--- config.mk ---
export PLATFORM = sky130hd
export DESIGN_NAME = flash_mode_ctrl
export DESIGN_NICKNAME = d
export VERILOG_FILES = /design/src/rtl/fmc_pkg.sv /design/src/rtl/fmc_burst_buf.sv /design/src/rtl/fmc_array.sv /design/src/rtl/flash_mode_ctrl.sv
export SDC_FILE = /design/constraint.sdc
export NUM_CORES = 2
export LEC_CHECK = 0
export ABC_AREA = 1
export BUFFER_PORTS_ARGS = -buffer_cell sky130_fd_sc_hd__buf_2
export CORE_MARGIN = 2
export CORE_UTILIZATION = 40
export CTS_CLUSTER_DIAMETER = 100
export CTS_CLUSTER_SIZE = 24
export DETAILED_ROUTE_END_ITERATION = 6
export HOLD_SLACK_MARGIN = 0.1
export PLACE_DENSITY = 0.54
export SLEW_MARGIN = 20
export SYNTH_ARGS = -nofsm -noshare
export SYNTH_HDL_FRONTEND = slang
export SYNTH_SLANG_ARGS = --single-unit
export TNS_END_PERCENT = 5
--- constraint.sdc ---
create_clock -name clk -period 2.8 [get_ports clk]
set_input_delay 0 -clock clk [delete_from_list [all_inputs] [get_ports clk]]
set_output_delay 0 -clock clk [all_outputs]
set_load 0.02 [all_outputs]
--- src/rtl/fmc_pkg.sv ---
package fmc_pkg;

    typedef enum logic [2:0] {
        ST_READ,
        ST_UNL1,
        ST_UNL2,
        ST_ERASE_ARM,
        ST_BURST,
        ST_PROG,
        ST_ERASE
    } fmc_state_e;

    localparam logic [7:0] CODE_KEY_A   = 8'hAA;
    localparam logic [7:0] CODE_KEY_B   = 8'h55;
    localparam logic [7:0] CODE_BURST   = 8'hA0;
    localparam logic [7:0] CODE_ERASE   = 8'h80;
    localparam logic [7:0] CODE_CONFIRM = 8'h30;
    localparam logic [7:0] CODE_STORE   = 8'hB0;
    localparam logic [7:0] CODE_RTR     = 8'hF0;

endpackage

--- src/rtl/fmc_burst_buf.sv ---
module fmc_burst_buf #(
    parameter int WORDS  = 32,
    parameter int DATA_W = 16,
    localparam int CNT_W = $clog2(WORDS + 2)
) (
    input  logic                     clk,
    input  logic                     rst_n,
    input  logic                     clr,
    input  logic                     wr,
    input  logic [DATA_W-1:0]        wdata,
    output logic [CNT_W-1:0]         cnt,
    output logic [WORDS*DATA_W-1:0]  words_flat
);

    localparam logic [CNT_W-1:0] CNT_SAT = CNT_W'(WORDS + 1);

    always_ff @(posedge clk or negedge rst_n) begin
        if (!rst_n) begin
            cnt <= '0;
        end else if (clr) begin
            cnt <= '0;
        end else if (wr && cnt != CNT_SAT) begin
            cnt <= cnt + 1'b1;
        end
    end

    for (genvar g = 0; g < WORDS; g++) begin : g_slot
        logic [DATA_W-1:0] slot_q;
        always_ff @(posedge clk) begin
            if (wr && cnt == CNT_W'(g)) begin
                slot_q <= wdata;
            end
        end
        assign words_flat[g*DATA_W +: DATA_W] = slot_q;
    end

    AST_CNT_SATURATES: assert property (@(posedge clk) disable iff (!rst_n)
        cnt <= CNT_SAT);

    AST_CNT_HOLDS_AT_TOP: assert property (@(posedge clk) disable iff (!rst_n)
        (cnt == CNT_SAT && !clr) |=> cnt == CNT_SAT);

endmodule

--- src/rtl/fmc_array.sv ---
module fmc_array #(
    parameter int IDX_W      = 7,
    parameter int DATA_W     = 16,
    parameter int PAGE_WORDS = 32,
    parameter int OP_LAT     = 8,
    localparam int WORDS  = 2 ** IDX_W,
    localparam int PG_B   = $clog2(PAGE_WORDS),
    localparam int SECT_W = IDX_W - PG_B,
    localparam int TMR_W  = $clog2(OP_LAT + 1)
) (
    input  logic                          clk,
    input  logic                          rst_n,
    input  logic                          rd_en,
    input  logic [IDX_W-1:0]              rd_idx,
    output logic [DATA_W-1:0]             rd_data,
    input  logic                          op_start,
    input  logic                          op_erase,
    input  logic [SECT_W-1:0]             op_sect,
    input  logic [PAGE_WORDS*DATA_W-1:0]  prog_flat,
    output logic                          op_done
);

    logic [DATA_W-1:0] cells [WORDS];
    logic              run_q;
    logic              erase_q;
    logic [SECT_W-1:0] sect_q;
    logic [TMR_W-1:0]  tmr_q;
    logic              apply;

    assign apply = run_q && (tmr_q == TMR_W'(OP_LAT - 1));

    always_ff @(posedge clk or negedge rst_n) begin
        if (!rst_n) begin
            run_q   <= 1'b0;
            erase_q <= 1'b0;
            sect_q  <= '0;
            tmr_q   <= '0;
            op_done <= 1'b0;
        end else begin
            op_done <= apply;
            if (op_start) begin
                run_q   <= 1'b1;
                erase_q <= op_erase;
                sect_q  <= op_sect;
                tmr_q   <= '0;
            end else if (apply) begin
                run_q <= 1'b0;
            end else if (run_q) begin
                tmr_q <= tmr_q + 1'b1;
            end
        end
    end

    always_ff @(posedge clk or negedge rst_n) begin
        if (!rst_n) begin
            for (int w = 0; w < WORDS; w++) begin
                cells[w] <= '1;
            end
        end else if (apply) begin
            for (int w = 0; w < WORDS; w++) begin
                if (SECT_W'(w >> PG_B) == sect_q) begin
                    cells[w] <= erase_q ? '1
                              : (cells[w] & prog_flat[(w % PAGE_WORDS)*DATA_W +: DATA_W]);
                end
            end
        end
    end

    always_ff @(posedge clk) begin
        if (rd_en) begin
            rd_data <= cells[rd_idx];
        end
    end

    AST_NO_START_WHILE_RUNNING: assert property (@(posedge clk) disable iff (!rst_n)
        op_start |-> !run_q);

    AST_DONE_IS_PULSE: assert property (@(posedge clk) disable iff (!rst_n)
        op_done |=> !op_done);

endmodule

--- src/rtl/flash_mode_ctrl.sv ---
module flash_mode_ctrl
    import fmc_pkg::*;
#(
    parameter int ADDR_W      = 8,
    parameter int DATA_W      = 16,
    parameter int BURST_WORDS = 32,
    parameter int OP_LAT      = 8
) (
    input  logic              clk,
    input  logic              rst_n,
    input  logic              bus_we,
    input  logic              bus_re,
    input  logic [ADDR_W-1:0] bus_addr,
    input  logic [DATA_W-1:0] bus_wdata,
    output logic [DATA_W-1:0] bus_rdata,
    output logic              bus_rvalid,
    output logic              busy,
    output logic              burst_err,
    output logic              burst_mode
);

    localparam int IDX_W     = ADDR_W - 1;
    localparam int NUM_WORDS = 2 ** IDX_W;
    localparam int PG_B      = $clog2(BURST_WORDS);
    localparam int SECT_W    = IDX_W - PG_B;
    localparam int CNT_W     = $clog2(BURST_WORDS + 2);
    localparam logic [IDX_W-1:0] K1_IDX = IDX_W'(NUM_WORDS - 1);
    localparam logic [IDX_W-1:0] K2_IDX = IDX_W'(NUM_WORDS - 2);

    function automatic logic is_code(input logic [DATA_W-1:0] d, input logic [7:0] c);
        return d == DATA_W'(c);
    endfunction

    fmc_state_e state, nxt;

    logic [IDX_W-1:0]  idx;
    logic [SECT_W-1:0] idx_sect;
    logic              at_base, hit_k1, hit_k2, is_rtr;
    logic              op_start, op_erase, op_done;
    logic              buf_clr, buf_wr, buer_set, buer_clr;
    logic [SECT_W-1:0] tgt_sect_q, op_sect;
    logic [CNT_W-1:0]  buf_cnt;
    logic [BURST_WORDS*DATA_W-1:0] buf_flat;
    logic              rd_en;

    assign idx      = bus_addr[ADDR_W-1:1];
    assign idx_sect = idx[IDX_W-1:PG_B];
    assign at_base  = (idx[PG_B-1:0] == '0);
    assign hit_k1   = (idx == K1_IDX);
    assign hit_k2   = (idx == K2_IDX);
    assign is_rtr   = hit_k1 && is_code(bus_wdata, CODE_RTR);

    // next state and control strobes
    always_comb begin
        nxt      = state;
        op_start = 1'b0;
        op_erase = 1'b0;
        buf_clr  = 1'b0;
        buf_wr   = 1'b0;
        buer_set = 1'b0;
        buer_clr = 1'b0;
        unique case (state)
            ST_READ: begin
                if (bus_we) begin
                    if (is_rtr) buer_clr = 1'b1;
                    else if (hit_k1 && is_code(bus_wdata, CODE_KEY_A)) nxt = ST_UNL1;
                end
            end
            ST_UNL1: begin
                if (bus_we) begin
                    if (hit_k2 && is_code(bus_wdata, CODE_KEY_B)) begin
                        nxt = ST_UNL2;
                    end else begin
                        nxt      = ST_READ;
                        buer_clr = is_rtr;
                    end
                end
            end
            ST_UNL2: begin
                if (bus_we) begin
                    if (hit_k1 && is_code(bus_wdata, CODE_BURST)) begin
                        nxt      = ST_BURST;
                        buf_clr  = 1'b1;
                        buer_clr = 1'b1;
                    end else if (hit_k1 && is_code(bus_wdata, CODE_ERASE)) begin
                        nxt = ST_ERASE_ARM;
                    end else begin
                        nxt      = ST_READ;
                        buer_clr = is_rtr;
                    end
                end
            end
            ST_ERASE_ARM: begin
                if (bus_we) begin
                    if (is_code(bus_wdata, CODE_CONFIRM) && at_base) begin
                        nxt      = ST_ERASE;
                        op_start = 1'b1;
                        op_erase = 1'b1;
                        buer_clr = 1'b1;
                    end else begin
                        nxt      = ST_READ;
                        buer_clr = is_rtr;
                    end
                end
            end
            ST_BURST: begin
                if (bus_we) begin
                    if (hit_k1 && is_code(bus_wdata, CODE_STORE)) begin
                        if (buf_cnt == CNT_W'(BURST_WORDS)) begin
                            nxt      = ST_PROG;
                            op_start = 1'b1;
                        end else begin
                            nxt      = ST_READ;
                            buer_set = 1'b1;
                        end
                    end else if (is_rtr) begin
                        nxt      = ST_READ;
                        buer_clr = 1'b1;
                    end else begin
                        buf_wr = 1'b1;
                    end
                end
            end
            ST_PROG, ST_ERASE: begin
                if (op_done) nxt = ST_READ;
            end
            default: nxt = ST_READ;
        endcase
    end

    always_ff @(posedge clk or negedge rst_n) begin
        if (!rst_n) begin
            state      <= ST_READ;
            burst_err  <= 1'b0;
            tgt_sect_q <= '0;
            bus_rvalid <= 1'b0;
        end else begin
            state      <= nxt;
            bus_rvalid <= rd_en;
            if (buer_set)      burst_err <= 1'b1;
            else if (buer_clr) burst_err <= 1'b0;
            if (buf_wr && buf_cnt == '0) tgt_sect_q <= idx_sect;
        end
    end

    assign busy       = (state == ST_PROG) || (state == ST_ERASE);
    assign burst_mode = (state == ST_BURST);
    assign rd_en      = bus_re && !busy;
    assign op_sect    = op_erase ? idx_sect : tgt_sect_q;

    fmc_burst_buf #(.WORDS(BURST_WORDS), .DATA_W(DATA_W)) u_buf (
        .clk(clk), .rst_n(rst_n), .clr(buf_clr), .wr(buf_wr),
        .wdata(bus_wdata), .cnt(buf_cnt), .words_flat(buf_flat)
    );

    fmc_array #(.IDX_W(IDX_W), .DATA_W(DATA_W), .PAGE_WORDS(BURST_WORDS), .OP_LAT(OP_LAT)) u_arr (
        .clk(clk), .rst_n(rst_n), .rd_en(rd_en), .rd_idx(idx), .rd_data(bus_rdata),
        .op_start(op_start), .op_erase(op_erase), .op_sect(op_sect),
        .prog_flat(buf_flat), .op_done(op_done)
    );

    AST_PROG_ONLY_FULL_PAGE: assert property (@(posedge clk) disable iff (!rst_n)
        (op_start && !op_erase) |-> buf_cnt == CNT_W'(BURST_WORDS));

    AST_ERASE_AT_SECTOR_BASE: assert property (@(posedge clk) disable iff (!rst_n)
        (op_start && op_erase) |-> bus_addr[PG_B:1] == '0);

    AST_DONE_RELEASES_BUSY: assert property (@(posedge clk) disable iff (!rst_n)
        op_done |=> !busy);

    AST_BUSY_HOLDS: assert property (@(posedge clk) disable iff (!rst_n)
        (busy && !op_done) |=> busy);

    AST_BUSY_NO_READ: assert property (@(posedge clk) disable iff (!rst_n)
        busy |=> !bus_rvalid);

    AST_BUER_FROM_BURST: assert property (@(posedge clk) disable iff (!rst_n)
        $rose(burst_err) |-> $past(state == ST_BURST));

endmodule

# [Word-level counts from Yosys, hierarchy flattened]
# Index checks and enable logic that the tools add are counted.
[op_classes] addsub=2 order_cmp=1 eq_ne=62 n_mux=187 bitwise=129 n_reduce_logical=59
[op_table] cell="16-bit two-way mux" n=130
[op_table] cell="16-bit AND" n=128
[op_table] cell="16-bit binary-select mux with 7-bit select" n=1
[op_table] cell="6-bit by 5-bit equality test with 1-bit output, second input constant" n=16
[op_table] cell="16-bit by 8-bit equality test with 1-bit output, second input constant" n=5
[op_table] cell="6-bit by 4-bit equality test with 1-bit output, second input constant" n=8
[op_table] cell="1-bit logical AND" n=42
[op_table] cell="3-bit two-way mux" n=13
[op_table] cell="1-bit two-way mux" n=32
[op_table] cell="6-bit by 3-bit equality test with 1-bit output, second input constant" n=4
[op_table] cell="3-bit case mux with 6 select lines" n=1
[op_table] cell="16-bit by 6-bit equality test with 1-bit output, second input constant" n=1
[op_table] cell="16-bit by 7-bit equality test with 1-bit output, second input constant" n=1
[op_table] cell="2-bit inequality test, second input constant" n=8
[op_table] cell="7-bit equality test, second input constant" n=2
[op_table] cell="6-bit by 2-bit equality test with 1-bit output, second input constant" n=2
[op_table] cell="4-bit two-way mux" n=3
[op_table] cell="6-bit two-way mux" n=2
[op_table] cell="2-bit AND reduction" n=5
[op_table] cell="3-bit equality test, second input constant" n=3
[op_table] cell="9-bit AND reduction" n=1
[op_table] cell="8-bit >= comparator, second input constant" n=1
[op_table] cell="7-bit inverter with 8-bit output" n=1
[op_table] cell="2-bit nonzero test" n=4
[op_table] cell="22 further kinds" n=26
[word_totals] regBits=2598 input_bits=28 output_inout_bits=20 elab_cells=611

# [Depth between registers and ports, before layout]
[logic_depth] ltp_word=9 ltp_mapped=17 mapped_depth_nobuf=13

# [Cells and area by module]
# Synthesis repeated with hierarchy kept, for this count alone.
[hier_totals] cells_unflattened=11967 hier_area_um2=111907.3
[modules_own_cells] module="fmc_array" instances=1 cells_per_inst=11196 area_each_um2=94936.1 seq_area_each_um2=54517.3
[modules_own_cells] module="fmc_burst_buf" instances=1 cells_per_inst=622 area_each_um2=16050.4 seq_area_each_um2=15524.9
[modules_own_cells] module="flash_mode_ctrl" instances=1 cells_per_inst=149 area_each_um2=920.9 seq_area_each_um2=175.2

# [Worst setup path before layout]
# No wires, ideal clock.
[synth_timing] path_kind="flip-flop to flip-flop" start="register state[0]" end="register u_buf.g_slot[23].slot_q[0] (enable)" setup_ps=409 t_arrival_ps=2533 required_ps=2391 path_slack_ps=-142 stages_incl_launch_ff=9 n_path_buf=1 synth_period_minus_slack_ps=2942 path_cell_list="dfrtp_1 -> nor2_1 -> nand2_1 -> inv_1 -> nand3_2 -> nor2_1 -> buf_2 -> nand2_1 -> nor3_1"
[synth_between] elab_chain_len=3
[synth_lines] item="start: declaration" line="flash_mode_ctrl.sv:34" text="fmc_state_e state, nxt;"
[synth_lines] item="start signal: assignment" line="flash_mode_ctrl.sv:138" text="state <= nxt;"
[synth_lines] item="3-bit equality test"
[synth_lines] item="net burst_mode" line="flash_mode_ctrl.sv:19" text="output logic burst_mode"
[synth_lines] item="1-bit two-way mux" line="flash_mode_ctrl.sv:62" text="unique case (state)"
[synth_lines] item="1-bit logical AND" line="fmc_burst_buf.sv:30" text="if (wr && cnt == CNT_W'(g)) begin"
[synth_lines] item="end signal: assignment" line="fmc_burst_buf.sv:31" text="slot_q <= wdata;"
[synth_lines] item="end: declaration" line="fmc_burst_buf.sv:28" text="logic [DATA_W-1:0] slot_q;"
# The timed path passes the listed nets, and every way through them passes these cells.
# A chain may end at the register's enable or synchronous reset.

# [Final worst setup path]
[layout_timing] start="input bus_wdata[5]" end="register u_buf.g_slot[30].slot_q[0] (enable)"
[layout_between] elab_chain_len=7 word_cells_on_any_way=9 cone_classes="eq/ne (2); mux (4); reduce/logical (3)"
[layout_lines] item="start: declaration" line="flash_mode_ctrl.sv:14" text="input logic [DATA_W-1:0] bus_wdata,"
[layout_lines] item="16-bit by 8-bit equality test with 1-bit output" line="flash_mode_ctrl.sv:31" text="return d == DATA_W'(c);"
[layout_lines] item="1-bit logical AND" line="flash_mode_ctrl.sv:51" text="assign is_rtr = hit_k1 && is_code(bus_wdata, CODE_RTR);"
[layout_lines] item="1-bit two-way mux" line="flash_mode_ctrl.sv:116" text="end else if (is_rtr) begin"
[layout_lines] item="1-bit two-way mux (*)" line="flash_mode_ctrl.sv:108" text="if (hit_k1 && is_code(bus_wdata, CODE_STORE)) begin"
[layout_lines] item="1-bit two-way mux (*)" line="flash_mode_ctrl.sv:107" text="if (bus_we) begin"
[layout_lines] item="1-bit two-way mux (*)" line="flash_mode_ctrl.sv:62"
[layout_lines] item="1-bit logical AND (*)" line="fmc_burst_buf.sv:30"
[layout_lines] item="end signal: assignment" line="fmc_burst_buf.sv:31"
[layout_lines] item="end: declaration" line="fmc_burst_buf.sv:28"
# Every way passes the cells marked *; elsewhere a longest branch is shown, timed or not.

==> impl_metrics.ini <==
[status]
status = finished, final reports clean

[timing]
hold_viol_final = 0
fin_crit_ns = 2.73
fin_skew_ns = 0.0537
rsz0062_at_grt = no
finalCritPeriodShare = 0.974
slew_violations = 0
max-slew-margin-rel = 0.299
worstMarginPinSlew_ns = 1.05
finalSetupViolCount = 0
fmax_ghz = 0.367

[cts]
cts_root_buffer = clkbuf_16
cts_buffers = 131
h-tree-depth = 4
path_clk_slew_ns = 0.09
clkSinkCount = 2598
cts_tree = yes
cts_max_path_buffers = 3
clk_latency_ns = 0.88
cts_setup_buffers = 0

[floorplan]
rows = 197
ios = 48
die_h_um = 541
start_util = 0.401
die_x_um = 541
core_mm2 = 0.287
fp.dieArea_mm2 = 0.293

[detailed_routing]
wl_per_cell_um = 23.6
ant_nets = 0
drt_wl_total_um = 403000
first_iter_violations = 9439
drcViolationCount = 0
num_vias = 92300
vias_per_cell = 5.41
drt_pass1_iterations = 6

[yosys]
synthArstFlopShare = 0.797
synth_cell_types = 37
ys_ff_latch = 2598
synthFlopType = dfstp_2
synth-edff-count = 528
yosys_warnings = 0
synth.net_count = 13400
syn_area_mm2 = 0.115
yosysSeqAreaShare = 0.609
synth_cells = 13400
avgSynthCellArea_um2 = 8.62

[placement]
place_congestion = 0.860
dpl_cell_area_mm2 = 0.122
io_buffers = 46
place_inst = 16800
hpwl_um = 233000

[cells_and_area]
num-fill-cells = 28100
nets = 13200
final_area_mm2 = 0.127
regArea_mm2 = 0.0702
multiInputGateArea_mm2 = 0.0382
area_growth_pct = 9.80
fin_cells = 17000
drive_above_1_share = 0.206

[min_path]
min_path_type = input pin to flop

[setup_path]
critPathRequiredTime_ns = 3.34
path_class = input pin to flop
crit_fanout = 13
critical_path.startpoint_type = input pin
endpoint_kind = flop
critical_path_arrival_ns = 3.26

[global_routing]
grt_pass1_wl_um = 603000
grt_max_degree = 175
antenna_found_initial = 18
grt_overflow = 0
grt_pass1_vias = 91300
grtUsageTotal = 0.273

[power_and_ir_drop]
ir_drop_uv = 490
powerDensity_mw_per_mm2 = 515
leakagePower_uw = 0.0608

[job]
max_cap_viol_count = 0
[per-layer routing]
| metal | part of all wire | global-route usage | up-vias |
|---|---|---|---|
| li1 | - | - | 41900 |
| met1 | 0.44 | 0.379 | 46400 |
| met2 | 0.45 | 0.427 | 3330 |
| met3 | 0.073 | 0.0470 | 620 |
| met4 | 0.041 | 0.101 | 4 |
| met5 | 0.000082 | 0 | - |
[layout make-up]
cell class,instances,area share
antenna,10,0.000198
clock buffer,212,0.0295
clock inverter,27,0.00219
inverter,923,0.0276
multi-input combinational,9006,0.302
sequential,2598,0.555
tap,3781,0.0374
timing repair buffer,491,0.0470
[Yosys cell counts (18+ instances only)]
master | count | area (um2)
nor3_1 | 23 | 115
inv_1 | 915 | 3430
buf_4 | 18 | 135
dfrtp_1 | 22 | 551
clkbuf_1 | 431 | 1620
a21oi_1 | 435 | 2180
edfxtp_1 | 528 | 15900
buf_2 | 345 | 1730
nor2_1 | 859 | 3220
o21ai_0 | 2217 | 11100
buf_1 | 51 | 191
nand3_1 | 376 | 1880
o21ai_1 | 29 | 145
dfstp_2 | 2048 | 53800
nand2_1 | 5020 | 18800
[final timing paths]
path,to,slack (ns),depth (start not counted),start
max,u_buf.g_slot[30].slot_q[0]$_DFFE_PP_,0.07,15,bus_wdata[5]
min,u_arr.rd_data[14]$_DFFE_PP_,0.19,12,bus_addr[2]
max reg2reg,u_arr.sect_q[0]$_DFFE_PN0P_,0.13,10,state[0]$_DFFE_PN0P_
min reg2reg,u_arr.cells[552]$_DFFE_PN1P_,0.48,2,u_arr.cells[552]$_DFFE_PN1P_
max in group asynchronous,u_arr.cells[238]$_DFFE_PN1P_,1.73,3,rst_n
min in group asynchronous,u_arr.cells[425]$_DFFE_PN1P_,0.22,2,rst_n
[through the flow]
stage	hold slack (ns)	setup WS (ns)	util	setup TNS (ns)	power (uW)
finish	0.185	0.0736	0.441	0	65200
global route	0.173	0.0104	0.441	0	67400
CTS	0.125	0.0411	0.440	0	65800
detailed placement	0.456	-0.204	0.425	-3.19	43400
global placement	0.453	-0.248	0.425	-7.02	43400
floorplan	-0.296	-0.142	-	-18.57	41000
[cells by family after synthesis]
kind of cell             share of synthesized area
AO/OA/AOI/OAI                                0.117
XOR/XNOR                                  0.000532
adder cells (fa/ha/maj)                   0.000542
buffers and inverters                       0.0626
flip-flops                                   0.609
multiplexers                             0.0000976
AND/OR/NAND/NOR                              0.211
[report_power, final]
group          internal [uW]  switching [uW]  leakage (uW)
registers              38800            73.8        0.0262
clock network           9440           13000       0.00193
logic                    920            3010        0.0327
[worst max-delay path: stages]
cell and delay (ns):
dlygate4sd3_1 0.56, clkbuf_4 0.24, nand2_1 0.20, inv_1 0.09, nand3_1 0.10, dlygate4sd3_1 0.58
nor2_1 0.04, nand2_1 0.10, nand3_2 0.08, nor2_1 0.10, buf_4 0.17, nand2_1 0.06
buf_4 0.18, nor3_2 0.39, buf_12 0.33
[registers in the layout (all words and copies together), names as in the netlist]
name / cells
u_arr.erase_q: 1
u_arr.op_done: 1
u_arr.run_q: 1
burst_err: 1
u_buf.cnt: 6
state: 3
bus_rvalid: 1
u_arr.rd_data: 16
tgt_sect_q: 2
u_arr.tmr_q: 4
u_arr.cells: 2048
u_arr.sect_q: 2
u_buf.g_slot.slot_q: 512
[cell usage in the layout (no fill, tap or decap), types with 41 or more instances in the layout]
cell type,synthesis,routed
nand3_1,376,374
buf_2,345,41
o21ai_0,2217,2217
nand2_1,5020,5016
edfxtp_1,528,528
a21oi_1,435,435
buf_4,18,224
dlygate4sd3_1,0,42
dfstp_2,2048,2048
buf_12,0,179
nor2_1,859,842
clkbuf_1,431,73
clkbuf_16,0,137
inv_1,915,911
[what timing repair did]
item                                    4_1_cts  5_1_grt
hold buffers                                 43        0
resized for setup                             0        5
endpoints found under the setup margin        0       24
endpoints found under the hold margin      1544        0
Power figures use the tool's default switching activity.
